[src/rtl/sector_pkg.sv]
package sector_pkg;

    localparam int ADDR_W     = 16;
    localparam int BYTE_W     = 8;
    localparam int CRC_W      = 16;
    localparam int POST_WORDS = 2;
    localparam int POST_BITS  = POST_WORDS * CRC_W;
    localparam logic [CRC_W-1:0] CRC_POLY = 16'h1021;

    typedef enum logic [2:0] {
        TX_IDLE, TX_PRE, TX_SYNC, TX_HDR, TX_DATA, TX_CRC, TX_POST
    } tx_state_e;

    typedef enum logic [2:0] {
        RX_IDLE, RX_HUNT, RX_HDR, RX_DATA, RX_CRC, RX_CHECK, RX_SKIP
    } rx_state_e;

endpackage

[src/rtl/sector_crc.sv]
module sector_crc #(
    parameter int              W    = 16,
    parameter logic [W-1:0]    POLY = 16'h1021
) (
    input  logic         clk,
    input  logic         rst_n,
    input  logic         clr,
    input  logic         en,
    input  logic         bit_in,
    output logic [W-1:0] crc
);

    logic [W-1:0] crc_d, crc_q;
    logic         fb;

    always_comb begin
        crc_d = crc_q;
        fb    = crc_q[W-1] ^ bit_in;
        if (clr) begin
            crc_d = '0;
        end else if (en) begin
            crc_d = {crc_q[W-2:0], 1'b0} ^ (fb ? POLY : '0);
        end
    end

    always_ff @(posedge clk or negedge rst_n) begin
        if (!rst_n) crc_q <= '0;
        else        crc_q <= crc_d;
    end

    assign crc = crc_q;

    AST_CRC_PRESET: assert property (@(posedge clk) disable iff (!rst_n)
        clr |=> (crc == '0));

endmodule

[src/rtl/sector_tx.sv]
module sector_tx
    import sector_pkg::*;
#(
    parameter int DATA_BYTES = 256,
    parameter int PRE_BITS   = 16
) (
    input  logic              clk,
    input  logic              rst_n,
    input  logic              start,
    input  logic [ADDR_W-1:0] addr,
    input  logic [BYTE_W-1:0] in_byte,
    input  logic              in_valid,
    output logic              in_ready,
    output logic              ser_out,
    output logic              done
);

    localparam int DATA_BITS = DATA_BYTES * BYTE_W;
    localparam int SPAN0     = (DATA_BITS > PRE_BITS) ? DATA_BITS : PRE_BITS;
    localparam int SPAN      = (SPAN0 > POST_BITS) ? SPAN0 : POST_BITS;
    localparam int CNT_W     = $clog2(SPAN + 1);
    localparam int LEFT_W    = $clog2(DATA_BYTES + 1);

    typedef struct packed {
        tx_state_e                   st;
        logic [CNT_W-1:0]            cnt;
        logic [ADDR_W-1:0]           hdr;
        logic [1:0][BYTE_W-1:0]      slot;
        logic [1:0]                  full;
        logic                        rp;
        logic                        wp;
        logic [LEFT_W-1:0]           left;
        logic                        done;
    } tx_regs_t;

    tx_regs_t         r_d, r_q;
    logic             crc_clr, crc_en;
    logic [CRC_W-1:0] crc_val;

    sector_crc #(.W(CRC_W), .POLY(CRC_POLY)) u_crc (
        .clk    (clk),
        .rst_n  (rst_n),
        .clr    (crc_clr),
        .en     (crc_en),
        .bit_in (ser_out),
        .crc    (crc_val)
    );

    always_comb begin
        r_d      = r_q;
        r_d.done = 1'b0;

        crc_clr  = start && (r_q.st == TX_IDLE);
        crc_en   = (r_q.st == TX_HDR) || (r_q.st == TX_DATA) || (r_q.st == TX_CRC);

        in_ready = (r_q.st != TX_IDLE) && (r_q.left != '0) && !r_q.full[r_q.wp]
                   && !((r_q.st == TX_DATA) && (r_q.wp == r_q.rp));

        unique case (r_q.st)
            TX_SYNC: ser_out = 1'b1;
            TX_HDR:  ser_out = r_q.hdr[ADDR_W-1];
            TX_DATA: ser_out = r_q.slot[r_q.rp][BYTE_W-1];
            TX_CRC:  ser_out = crc_val[CRC_W-1];
            default: ser_out = 1'b0;
        endcase

        if (in_ready && in_valid) begin
            r_d.slot[r_q.wp] = in_byte;
            r_d.full[r_q.wp] = 1'b1;
            r_d.wp           = ~r_q.wp;
            r_d.left         = r_q.left - 1'b1;
        end

        unique case (r_q.st)
            TX_IDLE: begin
                if (start) begin
                    r_d.st   = TX_PRE;
                    r_d.cnt  = '0;
                    r_d.hdr  = addr;
                    r_d.full = '0;
                    r_d.slot = '0;
                    r_d.rp   = 1'b0;
                    r_d.wp   = 1'b0;
                    r_d.left = LEFT_W'(DATA_BYTES);
                end
            end
            TX_PRE: begin
                if (r_q.cnt == CNT_W'(PRE_BITS - 1)) begin
                    r_d.st  = TX_SYNC;
                    r_d.cnt = '0;
                end else begin
                    r_d.cnt = r_q.cnt + 1'b1;
                end
            end
            TX_SYNC: begin
                r_d.st  = TX_HDR;
                r_d.cnt = '0;
            end
            TX_HDR: begin
                r_d.hdr = r_q.hdr << 1;
                if (r_q.cnt == CNT_W'(ADDR_W - 1)) begin
                    r_d.st  = TX_DATA;
                    r_d.cnt = '0;
                end else begin
                    r_d.cnt = r_q.cnt + 1'b1;
                end
            end
            TX_DATA: begin
                r_d.slot[r_q.rp] = r_q.slot[r_q.rp] << 1;
                if (r_q.cnt[2:0] == 3'd7) begin
                    r_d.full[r_q.rp] = 1'b0;
                    r_d.rp           = ~r_q.rp;
                end
                if (r_q.cnt == CNT_W'(DATA_BITS - 1)) begin
                    r_d.st  = TX_CRC;
                    r_d.cnt = '0;
                end else begin
                    r_d.cnt = r_q.cnt + 1'b1;
                end
            end
            TX_CRC: begin
                if (r_q.cnt == CNT_W'(CRC_W - 1)) begin
                    r_d.st  = TX_POST;
                    r_d.cnt = '0;
                end else begin
                    r_d.cnt = r_q.cnt + 1'b1;
                end
            end
            TX_POST: begin
                if (r_q.cnt == CNT_W'(POST_BITS - 1)) begin
                    r_d.st   = TX_IDLE;
                    r_d.cnt  = '0;
                    r_d.done = 1'b1;
                end else begin
                    r_d.cnt = r_q.cnt + 1'b1;
                end
            end
            default: r_d.st = TX_IDLE;
        endcase
    end

    always_ff @(posedge clk or negedge rst_n) begin
        if (!rst_n) r_q <= '0;
        else        r_q <= r_d;
    end

    assign done = r_q.done;

    AST_TX_DONE_AFTER_POST: assert property (@(posedge clk) disable iff (!rst_n)
        done |-> ($past(r_q.st) == TX_POST));
    AST_TX_DONE_PULSE: assert property (@(posedge clk) disable iff (!rst_n)
        done |=> !done);
    AST_TX_ALL_FETCHED: assert property (@(posedge clk) disable iff (!rst_n)
        ((r_q.st == TX_CRC) && ($past(r_q.st) == TX_DATA)) |-> (r_q.left == '0));

endmodule

[src/rtl/sector_rx.sv]
module sector_rx
    import sector_pkg::*;
#(
    parameter int DATA_BYTES = 256
) (
    input  logic              clk,
    input  logic              rst_n,
    input  logic              start,
    input  logic [ADDR_W-1:0] addr,
    input  logic              ser_in,
    output logic [BYTE_W-1:0] out_byte,
    output logic              out_valid,
    output logic              miss,
    output logic              bad,
    output logic              done
);

    localparam int DATA_BITS = DATA_BYTES * BYTE_W;
    localparam int SKIP_BITS = DATA_BITS + CRC_W;
    localparam int CNT_W     = $clog2(SKIP_BITS + 1);

    typedef struct packed {
        rx_state_e           st;
        logic [CNT_W-1:0]    cnt;
        logic [ADDR_W-1:0]   expect_addr;
        logic [ADDR_W-1:0]   hdr;
        logic [BYTE_W-1:0]   sh;
        logic [BYTE_W-1:0]   obyte;
        logic                valid;
        logic                miss;
        logic                bad;
        logic                done;
    } rx_regs_t;

    rx_regs_t          r_d, r_q;
    logic              crc_clr, crc_en;
    logic [CRC_W-1:0]  crc_val;
    logic [ADDR_W-1:0] hdr_next;
    logic [BYTE_W-1:0] sh_next;

    sector_crc #(.W(CRC_W), .POLY(CRC_POLY)) u_crc (
        .clk    (clk),
        .rst_n  (rst_n),
        .clr    (crc_clr),
        .en     (crc_en),
        .bit_in (ser_in),
        .crc    (crc_val)
    );

    always_comb begin
        r_d       = r_q;
        r_d.valid = 1'b0;
        r_d.miss  = 1'b0;
        r_d.bad   = 1'b0;
        r_d.done  = 1'b0;

        hdr_next  = {r_q.hdr[ADDR_W-2:0], ser_in};
        sh_next   = {r_q.sh[BYTE_W-2:0], ser_in};
        crc_clr   = (r_q.st == RX_IDLE) || (r_q.st == RX_HUNT);
        crc_en    = (r_q.st == RX_HDR) || (r_q.st == RX_DATA) || (r_q.st == RX_CRC);

        unique case (r_q.st)
            RX_IDLE: begin
                if (start) begin
                    r_d.st          = RX_HUNT;
                    r_d.expect_addr = addr;
                end
            end
            RX_HUNT: begin
                if (ser_in) begin
                    r_d.st  = RX_HDR;
                    r_d.cnt = '0;
                end
            end
            RX_HDR: begin
                r_d.hdr = hdr_next;
                if (r_q.cnt == CNT_W'(ADDR_W - 1)) begin
                    r_d.cnt = '0;
                    if (hdr_next == r_q.expect_addr) begin
                        r_d.st = RX_DATA;
                    end else begin
                        r_d.st   = RX_SKIP;
                        r_d.miss = 1'b1;
                    end
                end else begin
                    r_d.cnt = r_q.cnt + 1'b1;
                end
            end
            RX_DATA: begin
                r_d.sh = sh_next;
                if (r_q.cnt[2:0] == 3'd7) begin
                    r_d.obyte = sh_next;
                    r_d.valid = 1'b1;
                end
                if (r_q.cnt == CNT_W'(DATA_BITS - 1)) begin
                    r_d.st  = RX_CRC;
                    r_d.cnt = '0;
                end else begin
                    r_d.cnt = r_q.cnt + 1'b1;
                end
            end
            RX_CRC: begin
                if (r_q.cnt == CNT_W'(CRC_W - 1)) begin
                    r_d.st  = RX_CHECK;
                    r_d.cnt = '0;
                end else begin
                    r_d.cnt = r_q.cnt + 1'b1;
                end
            end
            RX_CHECK: begin
                r_d.done = 1'b1;
                r_d.bad  = (crc_val != '0);
                r_d.st   = RX_IDLE;
            end
            RX_SKIP: begin
                if (r_q.cnt == CNT_W'(SKIP_BITS - 1)) begin
                    r_d.st  = RX_HUNT;
                    r_d.cnt = '0;
                end else begin
                    r_d.cnt = r_q.cnt + 1'b1;
                end
            end
            default: r_d.st = RX_IDLE;
        endcase
    end

    always_ff @(posedge clk or negedge rst_n) begin
        if (!rst_n) r_q <= '0;
        else        r_q <= r_d;
    end

    assign out_byte  = r_q.obyte;
    assign out_valid = r_q.valid;
    assign miss      = r_q.miss;
    assign bad       = r_q.bad;
    assign done      = r_q.done;

    AST_RX_VALID_IN_DATA: assert property (@(posedge clk) disable iff (!rst_n)
        out_valid |-> ($past(r_q.st) == RX_DATA));
    AST_RX_MISS_FROM_HDR: assert property (@(posedge clk) disable iff (!rst_n)
        miss |-> ($past(r_q.st) == RX_HDR));
    AST_RX_DONE_PULSE: assert property (@(posedge clk) disable iff (!rst_n)
        done |=> !done);
    AST_RX_BAD_ONLY_AT_DONE: assert property (@(posedge clk) disable iff (!rst_n)
        bad |-> done);

endmodule

[src/rtl/sector_serdes.sv]
module sector_serdes
    import sector_pkg::*;
#(
    parameter int DATA_BYTES = 256,
    parameter int PRE_BITS   = 16
) (
    input  logic        clk,
    input  logic        rst_n,
    input  logic [15:0] sec_addr,
    input  logic        wr_start,
    input  logic [7:0]  wr_byte,
    input  logic        wr_valid,
    output logic        wr_ready,
    output logic        ser_out,
    input  logic        rd_start,
    input  logic        ser_in,
    output logic [7:0]  rd_byte,
    output logic        rd_valid,
    output logic        hdr_miss,
    output logic        crc_bad,
    output logic        wr_done,
    output logic        rd_done
);

    sector_tx #(.DATA_BYTES(DATA_BYTES), .PRE_BITS(PRE_BITS)) u_tx (
        .clk      (clk),
        .rst_n    (rst_n),
        .start    (wr_start),
        .addr     (sec_addr),
        .in_byte  (wr_byte),
        .in_valid (wr_valid),
        .in_ready (wr_ready),
        .ser_out  (ser_out),
        .done     (wr_done)
    );

    sector_rx #(.DATA_BYTES(DATA_BYTES)) u_rx (
        .clk       (clk),
        .rst_n     (rst_n),
        .start     (rd_start),
        .addr      (sec_addr),
        .ser_in    (ser_in),
        .out_byte  (rd_byte),
        .out_valid (rd_valid),
        .miss      (hdr_miss),
        .bad       (crc_bad),
        .done      (rd_done)
    );

    AST_RST_QUIET: assert property (@(posedge clk)
        $rose(rst_n) |-> (!wr_done && !rd_done && !rd_valid && !hdr_miss));

endmodule

[config.mk]
export PLATFORM = sky130hd
export DESIGN_NAME = sector_serdes
export DESIGN_NICKNAME = d
export VERILOG_FILES = /design/src/rtl/sector_pkg.sv /design/src/rtl/sector_crc.sv /design/src/rtl/sector_tx.sv /design/src/rtl/sector_rx.sv /design/src/rtl/sector_serdes.sv
export SDC_FILE = /design/constraint.sdc
export NUM_CORES = 1
export LEC_CHECK = 0
export ABC_CLOCK_PERIOD_IN_PS = 3000
export BUFFER_PORTS_ARGS = -buffer_cell sky130_fd_sc_hd__buf_2
export CAP_MARGIN = 10
export CORE_MARGIN = 1
export CORE_UTILIZATION = 50
export CTS_BUF_LIST = sky130_fd_sc_hd__clkbuf_4 sky130_fd_sc_hd__clkbuf_8 sky130_fd_sc_hd__clkbuf_16
export CTS_CLUSTER_DIAMETER = 80
export CTS_CLUSTER_SIZE = 40
export DETAILED_ROUTE_END_ITERATION = 8
export PLACE_DENSITY_LB_ADDON = 0.2
export SYNTH_ARGS = -nofsm -noshare
export SYNTH_HDL_FRONTEND = slang
export SYNTH_SLANG_ARGS = --single-unit
[constraint.sdc]
create_clock -name clk -period 3 [get_ports clk]
set_input_delay 0.15 -clock clk [delete_from_list [all_inputs] [get_ports clk]]
set_output_delay 0.15 -clock clk [all_outputs]
set_load 0.02 [all_outputs]
==> results_dict.tcl, run 1 <==
set metrics [dict create \
    clockBufferDepth 2 \
    grt_pass1_wl_mm 26.2 \
    relSlewSlack_pct 30.2 \
    slowest_delay_ns 0.60 \
    syn_avg_cell_area_um2 11.0 \
    dp_hpwl_mm 10.4 \
    antenna_found_initial 0 \
    synth-edff-count 0 \
    max_freq_mhz 443 \
    nFillCells 1238 \
    start_kind "register" \
    drt_wl_total_mm 15.5 \
    path_clk_slew_ns 0.06 \
    synthXorXnorAreaFrac_pct 4.22 \
    async_flop_share_pct 100 \
    viasPerCell 5.83 \
    slew_violations 0 \
    critPathBufInv 0 \
    cp_top_family "simple AND/OR/NAND/NOR gates" \
    crit_type "reg2reg" \
    post_cts_buffers 0 \
    synth_fa_ha_area_share_pct 0.974 \
    hp-class "in2reg" \
    synth-simple-area-share_pct 14.5 \
    regArea_um2 3950 \
    cts_inserted_buffers 17 \
    synthMuxAreaShare_pct 12.4 \
    p_per_area_nw_per_um2 770 \
    die_y_um 126 \
    crit_fanout 15 \
    seq_area_frac_synth_pct 51.3 \
    synthesis.area_um2 7710 \
    synthesis.nets 738 \
    grt_usage_pct 20.6 \
    die_area_um2 15900 \
    grt-ovfl-total 0 \
    rsz0062_at_grt "false" \
    fin_nets 779 \
    maxCapViolations 0 \
    firstDrtPassIters 5 \
    synth_seq_cells 158 \
    leakagePower_nw 4.00 \
    grt_pass1_vias 5392 \
    cts-root-buf "clkbuf_16" \
    period_needed_ns 2.26 \
    post-route-drc-count 0 \
    core_um2 15100 \
    period_share_pct 75.3 \
    antennaDiodeCount 0 \
    worstPathRequired_ns 3.30 \
    synth_cells 702 \
    placed_area_um2 8000 \
    setup_viol 0 \
    start_util_pct 50.9 \
    final_area_um2 8800 \
    synthTopCellsByArea "dfrtp_1 51%, mux2_2 9.1%, a22o_1 5.8%" \
    hold_viol_final 0 \
    worstMarginPinSlew_ns 1.05 \
    status "complete, no violations" \
    gp_congestion 0.804 \
    routed-via-count 5504 \
    crit_slowest_cell "dfrtp_1" \
    grt_max_degree 115 \
    ys_warn_count 0 \
    clock_sinks 158 \
    drt_iter0_drc 302 \
    skew_ns 0.0105 \
    yosysTopAreaCell "dfrtp_1" \
    final_util_pct 58.1 \
    cts_tree "built" \
    tns_ns 0 \
    rrSetupSlack_ns 0.74 \
    synth_compound_area_share_pct 13.2 \
    pin_count 45 \
    io_buffers 44 \
    clk_latency_ns 0.42 \
    netlist-cell-type-count 59 \
    synth_flop_cell "dfrtp_1" \
    critical_path_arrival_ns 2.56 \
    synth_top_family_by_area "simple AND/OR/NAND/NOR gates" \
    ant_nets 0 \
    cts_max_level 4 \
    ctsHoldBuffers 18 \
    worstPathCellList "nor3b_2 -> a211oi_4 -> nand4b_1 -> mux2i_1 -> o21ai_0" \
    drive_gt1_share_pct 21.4 \
    multi_input_area_um2 3490 \
    num_rows 45 \
    wl_per_cell_um 16.4 \
    area_growth_pct 14.2 \
    cts_resized 0 \
    worst_setup_path_end_kind "register" \
    die_width_um 126 \
    synth_top_area_share_pct 51.3 \
    vdd_drop_max_mv 0.648 \
]
==> synthesized netlist by cell type (4+ instances only) <==
library cell	number
mux2i_1	24
o31ai_1	5
a21oi_1	10
a31oi_1	17
or2_2	5
a22o_1	51
nor4_1	10
clkbuf_1	22
and3_1	8
o21ai_0	28
nand2_1	83
nand4_1	9
and2_1	5
dfrtp_1	158
xnor2_1	10
nor2_1	50
ha_1	6
buf_2	13
buf_4	10
xor2_1	22
nor2b_1	4
a211oi_1	5
mux2_2	62
nand4b_1	4
nand3_1	14
nor3_1	8
inv_1	6
==> power breakdown <==
part | switching, mW | total [mW] | internal [mW]
Combinational | 0.755 | 1.58 | 0.825
Sequential | 0.424 | 2.94 | 2.52
Clock | 0.900 | 2.25 | 1.35
==> flip-flops by register name (all words and copies together), names as in the netlist <==
name	count
u_rx.miss	1
u_tx.r_q	60
u_rx.bad	1
u_rx.out_byte	8
u_rx.r_q	38
u_rx.out_valid	1
u_tx.done	1
u_rx.hdr_next	15
u_rx.done	1
u_tx.u_crc.crc	16
u_rx.u_crc.crc	16
==> metal layers <==
layer / GRT usage (%) / share of wire (%) / up-vias / routed length (um)
met2: 32.6 / 48 / 125 / 7500
met5: 0 / 0 / - / 0
li1: - / - / 2616 / -
met4: 6.66 / 1.2 / 0 / 183
met1: 28.0 / 46 / 2751 / 7210
met3: 5.01 / 4.0 / 12 / 628
==> area by class of cell <==
type	count	share of cell area (%)
sequential	158	44.9
multi-input combinational	489	39.7
timing repair buffer	71	5.39
clock buffer	18	4.99
tap	188	2.67
clock inverter	14	2.09
inverter	6	0.256
==> worst min-delay path, cell delays in order <==
cell,delay (ns)
buf_2,0.09
mux2i_1,0.05
o21ai_0,0.14
==> layout by cell type (no fill, tap or decap), types with 6 or more instances in the layout <==
cell / n
nor4_1: 10
mux2i_1: 24
nor3_1: 8
ha_1: 6
mux2_2: 62
a22o_1: 51
o21ai_0: 28
a21oi_1: 10
inv_1: 6
nor2_1: 50
a31oi_1: 17
buf_2: 43
xor2_1: 22
dlygate4sd3_1: 18
and3_1: 8
clkbuf_16: 17
nand3_1: 14
buf_4: 9
nand2_1: 83
dfrtp_1: 158
nand4_1: 9
xnor2_1: 10
==> logic make-up after synthesis <==
kind of cell	count (synthesis)
flip-flops	158
adder cells (fa/ha/maj)	6
XOR/XNOR	34
multiplexers	87
AO/OA/AOI/OAI	139
AND/OR/NAND/NOR	223
buffers and inverters	55
==> worst paths after layout <==
check                                          from  cells after the start                        to
min reg2reg                   u_tx.r_q[9]$_DFF_PN0_                      1     u_tx.r_q[9]$_DFF_PN0_
min in group asynchronous                     rst_n                      2  u_tx.r_q[55]$_DFFE_PN0P_
max reg2reg                u_tx.r_q[60]$_DFFE_PN0P_                      5    u_tx.r_q[15]$_DFF_PN0_
max in group asynchronous                     rst_n                      3  u_rx.r_q[47]$_DFFE_PN0P_
max                        u_tx.r_q[60]$_DFFE_PN0P_                      5    u_tx.r_q[15]$_DFF_PN0_
min                                      wr_byte[2]                      3    u_tx.r_q[16]$_DFF_PN0_
==> metrics by stage <==
step           power, mW  instances  setup slack [ns]  hold slack [ns]
2_1_floorplan       4.15        702              1.17           -0.146
3_3_place_gp        4.46        894             0.874            0.381
3_5_place_dp        4.54        894             0.769            0.387
4_1_cts             6.84        944             0.754           0.0345
5_1_grt             7.13        944             0.575           0.0523
6_report            6.77        944             0.742           0.0467
Note: power is estimated with default switching activity, not from simulation.
==> inputs of run 2 (changes only) <==
--- a/config.mk
+++ b/config.mk
@@ -5,7 +5,8 @@
 export SDC_FILE = /design/constraint.sdc
 export NUM_CORES = 1
 export LEC_CHECK = 0
-export ABC_CLOCK_PERIOD_IN_PS = 3000
+export ABC_AREA = 1
+export ABC_CLOCK_PERIOD_IN_PS = 1800
 export BUFFER_PORTS_ARGS = -buffer_cell sky130_fd_sc_hd__buf_2
 export CAP_MARGIN = 10
 export CORE_MARGIN = 1
==> constraint.sdc (replaced) <==
create_clock -name clk -period 1.8 [get_ports clk]
set_input_delay 0.09 -clock clk [delete_from_list [all_inputs] [get_ports clk]]
set_output_delay 0.09 -clock clk [all_outputs]
set_load 0.02 [all_outputs]
==> run 2 against run 1 <==
  * First-iteration DRC count is 46% higher
  * Critical path type is now reg2out
  * Clock power is 64% higher
  * Critical endpoint is now ser_out
  * Sequential share of layout area decreased by 3.4 points
  * Setup slack lost 0.67 ns
  * Cell count up 42%
==> results_dict.tcl, run 2 <==
set metrics [dict create \
    rrSetupSlack_ns 0.08 \
    cts_max_level 4 \
    drt_iter0_drc 442 \
    slew_violations 0 \
    num_rows 45 \
    crit_fanout 5 \
    skew_ns 0.00692 \
    viasPerCell 5.00 \
    relSlewSlack_pct 60.7 \
    worstPathRequired_ns 1.71 \
    setup_viol 0 \
    crit_type "reg2out" \
    yosysTopAreaCell "dfrtp_1" \
    die_area_um2 16400 \
    synthMuxAreaShare_pct 0.142 \
    ys_warn_count 0 \
    maxCapViolations 0 \
    timing.rr.end "u_tx.r_q[10]$_DFF_PN0_" \
    synthXorXnorAreaFrac_pct 2.54 \
    period_share_pct 96.1 \
    clockBufferDepth 2 \
    pin_count 45 \
    wl_per_cell_um 12.7 \
    antenna_found_initial 0 \
    vdd_drop_max_mv 0.723 \
    cts_tree "built" \
    synth_compound_area_share_pct 9.79 \
    core_um2 15400 \
    synth_top_family_by_area "simple AND/OR/NAND/NOR gates" \
    cp.depth 5 \
    critPathBufInv 3 \
    grt_max_degree 49 \
    final_cell_count_no_fill 1342 \
    synthesis.area_um2 7940 \
    final_area_um2 9530 \
    r2r_start "u_tx.r_q[58]$_DFFE_PN0P_" \
    drive_gt1_share_pct 15.3 \
    area_growth_pct 20.1 \
    hold_viol_final 0 \
    synth_fa_ha_area_share_pct 0.946 \
    cts-root-buf "clkbuf_16" \
    status "complete, no violations" \
    whs_endpoint "u_tx.r_q[18]$_DFF_PN0_" \
    firstDrtPassIters 5 \
    p_per_area_nw_per_um2 1320 \
    grt_pass1_wl_mm 29.8 \
    place_inst 1282 \
    holdWs_ns 0.0369 \
    die_y_um 128 \
    critical_path_arrival_ns 1.64 \
    ant_nets 0 \
    synthesis.nets 1060 \
    synth-edff-count 0 \
    fin_nets 1155 \
    dp_hpwl_mm 11.7 \
    routed-via-count 6704 \
    clock_sinks 158 \
    syn_avg_cell_area_um2 7.75 \
    totalPowerFinal_mw 12.6 \
    synth-simple-area-share_pct 27.0 \
    largest_reg_flops 60 \
    placed_area_um2 8570 \
    hp-class "in2reg" \
    max_freq_mhz 578 \
    seq_area_frac_synth_pct 49.8 \
    die_width_um 128 \
    grt_pass1_vias 6422 \
    final_cell_mix "259 x nand2_1, 157 x dfrtp_1, 144 x inv_1" \
    async_flop_share_pct 100 \
    synth_cells 1024 \
    grt-ovfl-total 0 \
    clk_latency_ns 0.42 \
    drt_wl_total_mm 17.0 \
    grt_usage_pct 22.9 \
    max_flop_register "u_tx.r_q" \
    rsz0062_at_grt "true" \
    synth_top_area_share_pct 49.8 \
    start_kind "register" \
    synth_most_common_cell "nand2_1" \
    period_needed_ns 1.73 \
    leakagePower_nw 4.75 \
    antennaDiodeCount 0 \
    cp_top_family "flip-flops" \
    start_util_pct 51.6 \
    ff2ff_path_depth 9 \
    worstMarginPinSlew_ns 0.588 \
    worstPathCellList "inv_1 -> buf_4 -> o211ai_1 -> nand2_2 -> buf_6" \
    cts_inserted_buffers 17 \
    netlist-cell-type-count 32 \
    reg_top3 "u_tx.r_q x60, u_rx.r_q x38" \
    min_from "wr_byte[4]" \
    synthTopCellsByArea "dfrtp_1 50%, nand2_1 12%, inv_1 6.9%" \
    post-route-drc-count 0 \
    crit_slowest_cell "dfrtp_2" \
    gp_congestion 0.859 \
    layout.cells.most_common "nand2_1" \
    synthTopCellsByCount "262 x nand2_1, 158 x dfrtp_1, 146 x inv_1, 105 x nor2_1, 76 x nand3_1" \
    io_buffers 44 \
    slowest_delay_ns 0.42 \
    synth_flop_cell "dfrtp_1" \
    min_path_cells 5 \
    synth_seq_cells 158 \
    path_clk_slew_ns 0.06 \
    worst_setup_path_end_kind "primary output" \
]
==> run 2: stage by stage <==
stage | worst slack [ns] | setup TNS [ns] | utilization, %
global route | -0.0356 | -0.132 | 62.0
detailed placement | -0.00423 | -0.00863 | 55.7
CTS | 0.0272 | 0 | 61.1
floorplan | 0.195 | 0 | -
global placement | 0.0190 | 0 | 55.7
finish | 0.0701 | 0 | 62.0
==> run 2: layout make-up <==
type	count	area, um^2
clock buffers	19	453
clock inverters	12	161
fillers	1329	5840
inverters	155	587
multi-input cells	675	3270
flip-flops and latches	158	3960
well taps	211	264
repair buffers	112	836
==> run 2: worst min-delay path, cell delays in order <==
cell and delay (ns):
buf_2 0.08, o21ai_0 0.06, nand2_1 0.06, nand3_1 0.05
o21ai_0 0.07
==> run 2: what timing repair did <==
action | in CTS | in global routing
hold buffers | 19 | 0
endpoints found under the hold margin | 73 | 0
pin swaps | 1 | 7
gates resized for setup | 7 | 21
setup buffers | 1 | 9
setup endpoints to repair | 13 | 51
==> run 2: worst max-delay path by stage <==
stage | startpoint | to | slack, ns
finish | u_tx.r_q[58]$_DFFE_PN0P_ | ser_out | 0.07
CTS | u_tx.r_q[58]$_DFFE_PN0P_ | ser_out | 0.03
global placement | u_tx.r_q[1]$_DFF_PN0_ | u_tx.r_q[9]$_DFF_PN0_ | 0.02
global route | u_tx.r_q[58]$_DFFE_PN0P_ | u_tx.r_q[10]$_DFF_PN0_ | -0.04
detailed placement | u_rx.r_q[52]$_DFFE_PN0P_ | u_rx.r_q[63]$_DFFE_PN0P_ | -0.004
floorplan | u_tx.r_q[1]$_DFF_PN0_ | u_tx.r_q[15]$_DFF_PN0_ | 0.19
==> run 2: cell families (layout without fill, tap and decap cells) <==
kind of cell	Yosys count	count (layout)
simple gates	503	503
buf+inv	191	298
flops	158	158
compound gates	142	142
xor+xnor	23	23
fa+ha+maj	6	6
mux	1	1
==> run 2: report_power, final <==
part           switching [mW]  internal [mW]
Sequential              0.503           4.39
Clock                    1.44           2.26
Combinational            2.49           1.50
==> run 2: per-layer routing <==
layer | track usage, % | routed length, um | vias up
li1 | - | - | 3444
met1 | 31.6 | 8360 | 3128
met2 | 36.3 | 7880 | 110
met3 | 4.55 | 567 | 22
met4 | 7.20 | 233 | 0
met5 | 0 | 0 | -
==> inputs of run 3 (changes only) <==
--- a/config.mk
+++ b/config.mk
@@ -5,7 +5,6 @@
 export SDC_FILE = /design/constraint.sdc
 export NUM_CORES = 1
 export LEC_CHECK = 0
-export ABC_AREA = 1
 export ABC_CLOCK_PERIOD_IN_PS = 1800
 export BUFFER_PORTS_ARGS = -buffer_cell sky130_fd_sc_hd__buf_2
 export CAP_MARGIN = 10
@@ -16,6 +15,7 @@
 export CTS_CLUSTER_SIZE = 40
 export DETAILED_ROUTE_END_ITERATION = 8
 export PLACE_DENSITY_LB_ADDON = 0.2
+export REMOVE_ABC_BUFFERS = 1
 export SYNTH_ARGS = -nofsm -noshare
 export SYNTH_HDL_FRONTEND = slang
 export SYNTH_SLANG_ARGS = --single-unit
==> run 3 against run 2 <==
  * The flow now finishes with violations (negative setup slack)
  * Combinational power is 21% lower
  * Final area is 2.2% higher
  * Highest routed layer unchanged
  * Flip-flop and latch count did not move
  * Power decreased by 8.9%
==> results_dict.tcl, run 3 (synthesis gave the netlist of run 1 again) <==
set metrics [dict create \
    routed-via-count 5837 \
    final_cell_mix "152 x dfrtp_1, 83 x nand2_1, 77 x buf_4" \
    final_cell_count_no_fill 1033 \
    worstPathCellList "mux2_4 -> a211oi_4 -> buf_4 -> and2_4 -> buf_6" \
    max_flop_register "u_tx.r_q" \
    antenna_found_initial 0 \
    num_rows 45 \
    clockBufferDepth 2 \
    critical_path_arrival_ns 1.78 \
    slew_violations 0 \
    r2r_start "u_tx.r_q[10]$_DFF_PN0_" \
    cts_tree "built" \
    totalPowerFinal_mw 11.5 \
    drt_iter0_drc 335 \
    start_util_pct 50.9 \
    holdWs_ns 0.0544 \
    viasPerCell 5.65 \
    fin_nets 868 \
    die_width_um 126 \
    die_area_um2 15900 \
    grt_pass1_vias 5872 \
    hold_viol_final 0 \
    largest_reg_flops 60 \
    dp_hpwl_mm 11.0 \
    layout_setup_ws_ns -0.0732 \
    cp-startpoint "u_tx.r_q[10]$_DFF_PN0_" \
    worstMarginPinSlew_ns 0.689 \
    reg_top3 "u_tx.r_q x60, u_rx.r_q x38" \
    regArea_um2 3960 \
    drt_wl_total_mm 16.9 \
    power.share.clock_pct 30.4 \
    worstPathRequired_ns 1.71 \
    pin_count 45 \
    max_freq_mhz 534 \
    leakagePower_nw 4.46 \
    worst_setup_path_end_kind "primary output" \
    start_kind "register" \
    maxCapViolations 0 \
    cts_max_level 4 \
    final_area_um2 9740 \
    multi_input_area_um2 3680 \
    period_share_pct 104 \
    path_clk_slew_ns 0.07 \
    grt_pass1_wl_mm 28.7 \
    setup_viol 17 \
    nFillCells 1131 \
    rsz0062_at_grt "true" \
    drive_gt1_share_pct 33.5 \
    die_y_um 126 \
    skew_ns 0.00922 \
    violations "negative setup slack" \
    post-route-drc-count 0 \
    cts-root-buf "clkbuf_16" \
    antennaDiodeCount 0 \
    critPathBufInv 2 \
    wl_per_cell_um 16.4 \
    io_buffers 44 \
    p_seq_share_pct 42.2 \
    placed_area_um2 8560 \
    grt_max_degree 55 \
    grt_usage_pct 22.7 \
    switching_share_pct 31.8 \
    p_comb_share_pct 27.4 \
    crit_type "reg2out" \
    crit_fanout 3 \
    cts_inserted_buffers 17 \
    clock_sinks 158 \
    area_growth_pct 26.3 \
    internal_power_mw 7.82 \
    p_per_area_nw_per_um2 1180 \
    status "complete, but fails checks" \
    relSlewSlack_pct 54.0 \
    core_um2 15100 \
    min_from "wr_valid" \
    firstDrtPassIters 5 \
    cp_top_family "flip-flops" \
    period_needed_ns 1.87 \
    tns_ns -0.550 \
    place_inst 963 \
    crit_slowest_cell "dfrtp_1" \
    gp_congestion 0.838 \
    vdd_drop_max_mv 1.08 \
    ant_nets 0 \
    hp-class "in2reg" \
    layout.cells.most_common "dfrtp_1" \
    clk_latency_ns 0.43 \
    slowest_delay_ns 0.42 \
    grt-ovfl-total 0 \
    power.switching_mw 3.65 \
]
==> run 3: cell count changes in the layout (fill, tap and decap cells not counted), sizes merged, moves of 13 or more <==
cell	delta
mux2	+62
nor2	-63
nand3	-65
mux2i	+24
a21oi	-16
a22o	+51
o22ai	-25
inv	-145
buf	+42
nand2	-186
o21ai	-47
a31oi	+13
==> run 3: path summary, 6_finish.rpt <==
| path | endpoint | slack [ns] | cells past startpoint |
|---|---|---|---|
| worst max-delay path | wr_ready | -0.07 | 5 |
| worst min-delay path | u_tx.r_q[8]$_DFF_PN0_ | 0.05 | 4 |
| worst max register to register | u_tx.r_q[26]$_DFF_PN0_ | -0.07 | 7 |
| worst min register to register | u_tx.r_q[25]$_DFF_PN0_ | 0.49 | 2 |
| max in group asynchronous | u_rx.out_byte[6]$_DFFE_PN0P_ | 0.99 | 3 |
| min in group asynchronous | u_tx.r_q[21]$_DFF_PN0_ | 0.18 | 2 |
==> run 3: timing repair <==
action | 4_1_cts | 5_1_grt
buffers inserted | 6 | 7
gates resized for setup | 20 | 62
hold buffers | 25 | 0
pin swaps | 9 | 21
hold endpoints to repair | 95 | 0
endpoints found under the setup margin | 51 | 98
==> run 3: per-layer routing <==
| layer | GRT usage, % | share of wire [%] | wire (um) | vias up |
|---|---|---|---|---|
| li1 | - | - | - | 2793 |
| met1 | 29.8 | 45 | 7690 | 2934 |
| met2 | 37.1 | 50 | 8520 | 91 |
| met5 | 0 | 0 | 0 | - |
| met3 | 4.67 | 2.9 | 484 | 19 |
| met4 | 8.29 | 1.3 | 214 | 0 |
==> run 3: metrics by stage <==
stage	util, %	setup slack, ns
after floorplan	-	-0.709
after global placement	56.5	0.00176
after detailed placement	56.5	-0.0744
after CTS	62.6	-0.0771
after global routing	64.3	-0.146
final	64.3	-0.0732
==> run 3: power by group through the flow <==
| stage | Combinational, mW | Sequential (mW) | Clock (mW) |
|---|---|---|---|
| global route | 3.45 | 4.95 | 3.71 |
| floorplan | 1.81 | 4.95 | 0 |
| global placement | 2.85 | 4.83 | 0 |
| finish | 3.14 | 4.84 | 3.49 |
| CTS | 3.07 | 4.82 | 3.55 |
| detailed placement | 2.95 | 4.87 | 0 |
==> run 3: worst register-to-register path, cell delays in order, from the launching register on <==
cell	delay, ns
dfrtp_1	0.42
mux2_4	0.33
a211oi_4	0.21
buf_6	0.15
and4_4	0.23
buf_12	0.13
mux2i_1	0.22
o21ai_1	0.08
==> run 3: layout make-up <==
class | instances | area share (%)
Sequential cell | 158 | 40.7
Multi-Input combinational cell | 489 | 37.8
Timing Repair Buffer | 160 | 13.0
Clock buffer | 18 | 4.45
Tap cell | 188 | 2.42
Clock inverter | 14 | 1.34
Inverter | 6 | 0.257
